$ cat src/rtl/audrx_pkg.sv
package audrx_pkg;

    localparam int SMP_W     = 24;
    localparam int SLOT_CLKS = 32;
    localparam int POS_W     = 6;

    typedef enum logic [1:0] {
        FMT_I2S = 2'b00,
        FMT_LJ  = 2'b01,
        FMT_RJ  = 2'b10,
        FMT_DSP = 2'b11
    } fmt_e;

    // One active bit-clock edge, as seen by the word assembler.
    typedef struct packed {
        logic bnd;        // a channel boundary falls on this edge
        logic had_chan;   // a channel was open before this edge
        logic old_right;  // that channel was the right one
        logic cap;        // this edge's bit belongs to the word
        logic bit_val;    // the sampled data bit
    } slot_ev_t;

    function automatic logic [POS_W-1:0] len_bits(input logic [1:0] code);
        case (code)
            2'b00:   return POS_W'(24);
            2'b01:   return POS_W'(20);
            2'b10:   return POS_W'(18);
            default: return POS_W'(16);
        endcase
    endfunction

    function automatic logic [POS_W-1:0] rj_first(input logic [1:0] code);
        return POS_W'(SLOT_CLKS) - len_bits(code);
    endfunction

    function automatic logic [SMP_W-1:0] pad_mask(input logic [1:0] code);
        logic [SMP_W-1:0] m;
        m = '0;
        for (int i = 0; i < SMP_W; i++)
            if (i < SMP_W - int'(len_bits(code))) m[i] = 1'b1;
        return m;
    endfunction

endpackage

$ cat src/rtl/audrx_sync.sv
module audrx_sync #(
    parameter int STAGES = 2,
    parameter int LANES  = 3
) (
    input  logic             clk,
    input  logic             rst,
    input  logic [LANES-1:0] raw_i,      // lane 0 is the bit clock
    input  logic             fall_mode,
    output logic             fire,
    output logic [LANES-2:0] lvl_o
);
    logic [LANES-1:0] stg [STAGES];
    logic             bclk_d;

    always_ff @(posedge clk) begin
        if (rst) begin
            for (int i = 0; i < STAGES; i++) stg[i] <= '0;
            bclk_d <= 1'b0;
        end else begin
            stg[0] <= raw_i;
            for (int i = 1; i < STAGES; i++) stg[i] <= stg[i-1];
            bclk_d <= stg[STAGES-1][0];
        end
    end

    assign fire  = fall_mode ? (bclk_d & ~stg[STAGES-1][0])
                             : (stg[STAGES-1][0] & ~bclk_d);
    assign lvl_o = stg[STAGES-1][LANES-1:1];
endmodule

$ cat src/rtl/audrx_framer.sv
module audrx_framer
    import audrx_pkg::*;
(
    input  logic       clk,
    input  logic       rst,
    input  logic       fire,
    input  logic       wclk_s,
    input  logic       data_s,
    input  logic [1:0] fmt,
    input  logic [1:0] len_code,
    output slot_ev_t   ev
);
    fmt_e             fmt_q;
    logic             w_prev, started, in_right;
    logic [POS_W-1:0] pos;
    logic             bnd, new_right, in_win;
    logic [POS_W-1:0] pos_now;

    assign fmt_q = fmt_e'(fmt);

    always_comb begin
        bnd     = (fmt_q == FMT_DSP) ? (wclk_s & ~w_prev) : (wclk_s ^ w_prev);
        pos_now = bnd ? '0 : pos;
        case (fmt_q)
            FMT_DSP: new_right = started & ~in_right;
            FMT_I2S: new_right = wclk_s;
            default: new_right = ~wclk_s;
        endcase
        case (fmt_q)
            FMT_LJ:  in_win = 1'b1;
            FMT_I2S: in_win = (pos_now != '0);
            FMT_RJ:  in_win = (pos_now >= rj_first(len_code));
            default: in_win = ~wclk_s;
        endcase
        ev.bnd      = fire & bnd;
        ev.had_chan = started;
        ev.old_right = in_right;
        ev.cap      = fire & (started | bnd) & in_win;
        ev.bit_val  = data_s;
    end

    always_ff @(posedge clk) begin
        if (rst) begin
            w_prev   <= 1'b0;
            started  <= 1'b0;
            in_right <= 1'b0;
            pos      <= '0;
        end else if (fire) begin
            w_prev <= wclk_s;
            if (bnd) begin
                pos      <= POS_W'(1);
                started  <= 1'b1;
                in_right <= new_right;
            end else if (pos != '1) begin
                pos <= pos + 1'b1;
            end
        end
    end
endmodule

$ cat src/rtl/audrx_shifter.sv
module audrx_shifter
    import audrx_pkg::*;
#(
    parameter int DW = SMP_W
) (
    input  logic          clk,
    input  logic          rst,
    input  slot_ev_t      ev,
    input  logic [1:0]    fmt,
    input  logic [1:0]    len_code,
    output logic          cm_valid,
    output logic          cm_right,
    output logic [DW-1:0] cm_word
);
    localparam int CW = $clog2(DW + 1);

    logic [DW-1:0] acc;
    logic [CW-1:0] cnt, lim;

    assign lim      = (fmt_e'(fmt) == FMT_RJ) ? CW'(len_bits(len_code)) : CW'(DW);
    assign cm_valid = ev.bnd & ev.had_chan & (cnt != '0);
    assign cm_right = ev.old_right;
    assign cm_word  = acc << (CW'(DW) - cnt);

    always_ff @(posedge clk) begin
        if (rst) begin
            acc <= '0;
            cnt <= '0;
        end else if (ev.bnd) begin
            acc <= {{(DW-1){1'b0}}, ev.bit_val & ev.cap};
            cnt <= ev.cap ? CW'(1) : '0;
        end else if (ev.cap && (cnt < lim)) begin
            acc <= {acc[DW-2:0], ev.bit_val};
            cnt <= cnt + 1'b1;
        end
    end
endmodule

$ cat src/rtl/audrx_outreg.sv
module audrx_outreg #(
    parameter int DW = 24
) (
    input  logic          clk,
    input  logic          rst,
    input  logic          cm_valid,
    input  logic          cm_right,
    input  logic [DW-1:0] cm_word,
    output logic [DW-1:0] out_left,
    output logic [DW-1:0] out_right,
    output logic          out_valid
);
    logic [DW-1:0] pend_l;
    logic          have_l;

    always_ff @(posedge clk) begin
        if (rst) begin
            pend_l    <= '0;
            have_l    <= 1'b0;
            out_left  <= '0;
            out_right <= '0;
            out_valid <= 1'b0;
        end else begin
            out_valid <= 1'b0;
            if (cm_valid) begin
                if (!cm_right) begin
                    pend_l <= cm_word;
                    have_l <= 1'b1;
                end else if (have_l) begin
                    out_left  <= pend_l;
                    out_right <= cm_word;
                    out_valid <= 1'b1;
                    have_l    <= 1'b0;
                end
            end
        end
    end
endmodule

$ cat src/rtl/serial_pcm_rx.sv
module serial_pcm_rx
    import audrx_pkg::*;
#(
    parameter int SAMPLE_W = SMP_W
) (
    input  logic                clk,
    input  logic                rst,
    input  logic                sclk_i,
    input  logic                fsync_i,
    input  logic                sdata_i,
    input  logic [1:0]          cfg_format,
    input  logic [1:0]          cfg_wordlen,
    output logic [SAMPLE_W-1:0] pcm_left,
    output logic [SAMPLE_W-1:0] pcm_right,
    output logic                pcm_valid
);
    logic                use_fall, fire;
    logic [1:0]          lvl;
    slot_ev_t            ev;
    logic                cm_valid, cm_right;
    logic [SAMPLE_W-1:0] cm_word;

    assign use_fall = (fmt_e'(cfg_format) == FMT_DSP);

    audrx_sync #(.STAGES(2), .LANES(3)) u_sync (
        .clk(clk), .rst(rst),
        .raw_i({sdata_i, fsync_i, sclk_i}),
        .fall_mode(use_fall),
        .fire(fire), .lvl_o(lvl)
    );

    audrx_framer u_framer (
        .clk(clk), .rst(rst), .fire(fire),
        .wclk_s(lvl[0]), .data_s(lvl[1]),
        .fmt(cfg_format), .len_code(cfg_wordlen),
        .ev(ev)
    );

    audrx_shifter #(.DW(SAMPLE_W)) u_shift (
        .clk(clk), .rst(rst), .ev(ev),
        .fmt(cfg_format), .len_code(cfg_wordlen),
        .cm_valid(cm_valid), .cm_right(cm_right), .cm_word(cm_word)
    );

    audrx_outreg #(.DW(SAMPLE_W)) u_out (
        .clk(clk), .rst(rst),
        .cm_valid(cm_valid), .cm_right(cm_right), .cm_word(cm_word),
        .out_left(pcm_left), .out_right(pcm_right), .out_valid(pcm_valid)
    );
endmodule

$ cat config.mk
export PLATFORM = sky130hd
export DESIGN_NAME = serial_pcm_rx
export DESIGN_NICKNAME = d
export VERILOG_FILES = /design/src/rtl/audrx_pkg.sv /design/src/rtl/audrx_sync.sv /design/src/rtl/audrx_framer.sv /design/src/rtl/audrx_shifter.sv /design/src/rtl/audrx_outreg.sv /design/src/rtl/serial_pcm_rx.sv
export SDC_FILE = /design/constraint.sdc
export NUM_CORES = 1
export LEC_CHECK = 0
export CAP_MARGIN = 10
export CORE_MARGIN = 1.5
export CORE_UTILIZATION = 55
export CTS_CLUSTER_SIZE = 30
export DETAILED_ROUTE_END_ITERATION = 6
export DONT_BUFFER_PORTS = 1
export GPL_TIMING_DRIVEN = 0
export PLACE_DENSITY = 0.7
export SLEW_MARGIN = 15
export SYNTH_ARGS = -nofsm -noshare
export SYNTH_HDL_FRONTEND = slang
export SYNTH_HIERARCHICAL = 1
export SYNTH_SLANG_ARGS = --single-unit
$ cat constraint.sdc
create_clock -name clk -period 9.14 [get_ports clk]
set_clock_uncertainty 0.05 [all_clocks]
set_input_delay 1.371 -clock clk [delete_from_list [all_inputs] [get_ports clk]]
set_output_delay 1.371 -clock clk [all_outputs]
set_load 0.01 [all_outputs]
==> flow_summary.yaml <==
status:
  result_of_the_run: "completed"
sta:
  grt_setup_unrepaired: "no"
  min_period_ns: 4.07
  final_min_period_over_clock_period: 0.445
  timing.final.setup_violations: 0
  max_freq_ghz: 0.246
  setup-tns-final_ns: 0
  drv_slew: 0
  final_hold_viol_count: 0
  final.hold.worst_slack_ns: 0.394
  tightest_slew_ns: 0.754
  worst_slew_margin_rel: 0.492
power:
  swShare: 0.229
  power_frac_comb: 0.024
  power_switching_uw: 275
  sequentialPowerShare: 0.435
  share_clk_of_total_power: 0.541
  p_int_uw: 925
  power.leakage_nw: 2.32
  power.ir.vdd_worst_mv: 0.125
  p_per_area_nw_per_um2: 178
  power_mw: 1.20
critical_path:
  cpLargestDelayFamily: "simple AND/OR/NAND/NOR gates"
  cp.required_ns: 9.54
  worstPathCellList: "ha_1 > nor2_1 > nor2_1 > and2_2 > ha_1 > a21oi_1 > o32ai_1 > a211oi_1 > o21ai_1 > nand2_1 > clkbuf_1 > o21ai_0 > a21oi_1"
  critical_path_buf_inv_count: 1
  cp_data_arrival_time_ns: 4.46
  path_max_fanout: 10
  crit_slowest_cell: "nor2_1"
  cp_slowest_stage_delay_ns: 0.36
  cp-start-kind: "input port"
  timing_worst_setup_path_type: "input port to flip-flop"
  cp-end-kind: "flip-flop"
clock_network:
  clock_latency_ns: 0.53
  cts_made_buffers: 17
  clock_path_buffers: 2
  reg_clk_slew_reported_paths_ns: 0.06
  post-cts-setup-buffer-count: 0
  ctsResizeCount: 0
  tritoncts_num_sinks: 119
  cts-hold-fix-buffers: 0
  clockRootBuffer: "clkbuf_8"
  cts_tree: "yes"
  htree_levels: 4
routing:
  wire_per_inst_um: 17.4
  ant_nets: 0
  drc_errors: 0
  detail_route.first_pass.iterations: 5
  dr_total_vias: 5427
  postRouteWirelength_mm: 15.8
  detail_route.iter0.violations: 400
  drt-vias-per-instance: 6.00
placed_design:
  globalplace.congestion: 0.943
  place_inst: 873
  detailedPlacementHpwl_mm: 11.5
  portBuffers: 0
synthesis:
  combinational_family_with_the_most_area_after_synthesis: "simple AND/OR/NAND/NOR gates"
  synth_adder_area_share: 0.0334
  synth_area_um2: 5990
  yosysWarnings: 6
  syn_avg_cell_area_um2: 8.13
  synth_top_flop_cell: "dfxtp_1"
  syn-instance-count: 737
  synth_cell_type_count: 68
  compound_gate_portion_of_the_synthesized_area: 0.196
  synth.yosys.seq_area_share: 0.397
  synth_simple_gate_area_frac: 0.206
  synth_enable_flop_cells: 0
  synth_xor_xnor_area_share: 0.0100
  syn_nets: 762
  synth_async_sr_flop_share: 0
  synth.ff_latch_count: 119
  synth.mux.area_fraction: 0.0941
global_routing:
  globalRouteOverflowTotal: 0
  number_of_antenna_violations_at_the_first_check_in_global_routing: 0
  first_global_vias: 5174
  grt_start_max_net_pins: 19
  overall_track_demand_over_capacity_in_global_routing: 0.286
  grt_pass1_wl_mm: 25.7
die:
  row_count: 37
  initial_core_util: 0.573
  io-pin-count: 58
  die_h_um: 107
  die-area_um2: 11500
  design.core.area_um2: 10500
  die-width_um: 107
flow_run:
  number_of_maximum_capacitance_constraint_violations: 0
cells_and_area:
  fin_nets: 781
  final_cells: 905
  nFillCells: 915
  diodes: 0
  post_route_cells_drive_above_1_share: 0.138
  area.growth.synth_to_final_pct: 12.5
hold_path:
  holdCritPathClass: "flip-flop to flip-flop"
-- registers in the layout, summed over array words and instances, names as in the netlist, 5 cells and up --
| register | cells |
|---|---|
| u_out/out_left | 24 |
| u_out/out_right | 24 |
| u_out/pend_l | 24 |
| u_shift/acc | 24 |
| u_framer/pos | 6 |
| u_sync/stg | 6 |
| u_shift/cnt | 5 |
-- stage by stage --
stage                     area [µm²]  setup slack [ns]   util
after floorplan                 5990              5.29      -
after global placement          6160              4.83  0.589
after detailed placement        6160              4.69  0.589
after CTS                       6740              5.17  0.645
after global routing            6740              4.80  0.645
final                           6740              5.07  0.645
-- power by group through the flow --
stage	clock (mW)	sequential (mW)	combinational, mW
after CTS	0.659	0.522	0.0290
after detailed placement	0	0.533	0.0287
final	0.649	0.522	0.0293
after global routing	0.684	0.522	0.0324
after floorplan	0	0.533	0.0220
after global placement	0	0.533	0.0274
-- cells in the final DEF (no fill, tap or decap), drive strengths merged, types with 2 or more instances in the layout --
cell | netlist | routed
nor2b | 11 | 11
dfxtp | 119 | 119
xnor2 | 5 | 5
nand2b | 4 | 4
o21ai | 39 | 39
mux4 | 12 | 12
and2 | 5 | 5
nor3b | 2 | 2
o31ai | 2 | 2
or3 | 4 | 4
nand3 | 8 | 8
a311oi | 2 | 2
a211oi | 8 | 8
a41o | 2 | 2
a31o | 3 | 3
and3 | 6 | 6
mux2 | 11 | 11
o311a | 2 | 2
and4 | 2 | 2
a21oi | 119 | 119
clkbuf | 17 | 34
o211ai | 4 | 4
a31oi | 4 | 4
o22ai | 3 | 3
bufinv | 0 | 2
ha | 16 | 16
inv | 14 | 22
nor3 | 11 | 11
o21a | 2 | 2
buf | 38 | 38
mux2i | 17 | 17
clkinv | 0 | 4
nor2 | 27 | 27
o221ai | 2 | 2
nand2 | 197 | 197
-- routing by layer --
layer,global-route usage,vias up,part of all wire
met5,0,-,0
met4,0.154,0,0.034
met3,0.0533,36,0.061
met2,0.473,210,0.49
met1,0.352,2585,0.42
li1,-,2596,-
-- cell usage after synthesis, drive strengths merged (12+ instances only) --
master	number	share of area
a21oi	119	0.099
buf	38	0.043
clkbuf	17	0.011
dfxtp	119	0.40
ha	16	0.033
inv	14	0.0088
mux2i	17	0.028
mux4	12	0.045
nand2	197	0.12
nor2	27	0.018
o21ai	39	0.033
-- cell families (layout without fill, tap and decap cells) --
group,count (synthesis),in the layout
buffers and inverters,69,101
multiplexers,40,40
AND/OR/NAND/NOR,284,284
adder cells (fa/ha/maj),16,16
flip-flops,119,119
XOR/XNOR,6,6
AO/OA/AOI/OAI,203,203
-- final timing paths --
kind | startpoint | endpoint | slack (ns) | depth (start not counted)
min reg2reg | u_sync/stg[0][2]$_SDFF_PP0_ | u_sync/stg[0][5]$_SDFF_PP0_ | 0.39 | 1
max | cfg_format[0] | u_shift/acc[4]$_SDFFE_PP0P_ | 5.07 | 13
min | u_sync/stg[0][2]$_SDFF_PP0_ | u_sync/stg[0][5]$_SDFF_PP0_ | 0.39 | 1
max reg2reg | u_sync/stg[0][4]$_SDFF_PP0_ | u_shift/acc[4]$_SDFFE_PP0P_ | 5.39 | 14
-- area by class of cell --
type,count,area [µm²],share of cell area
clock inverter,15,165,0.0245
multi-input combinational,549,3240,0.480
buffer,55,323,0.0479
sequential,119,2380,0.353
tap,136,170,0.0252
inverter,14,52.6,0.00779
clock buffer,17,414,0.0614
-- worst reg2reg max path: cells and delay by family (launching register included) --
kind                       cells  cell delay [ns]
buffers and inverters          2             0.48
and+or+nand+nor                4             1.15
AOI/OAI and AO/OA              6             1.09
DFF                            1             0.29
adders and majority gates      2             0.60
Note: power is estimated with default switching activity, not from simulation.
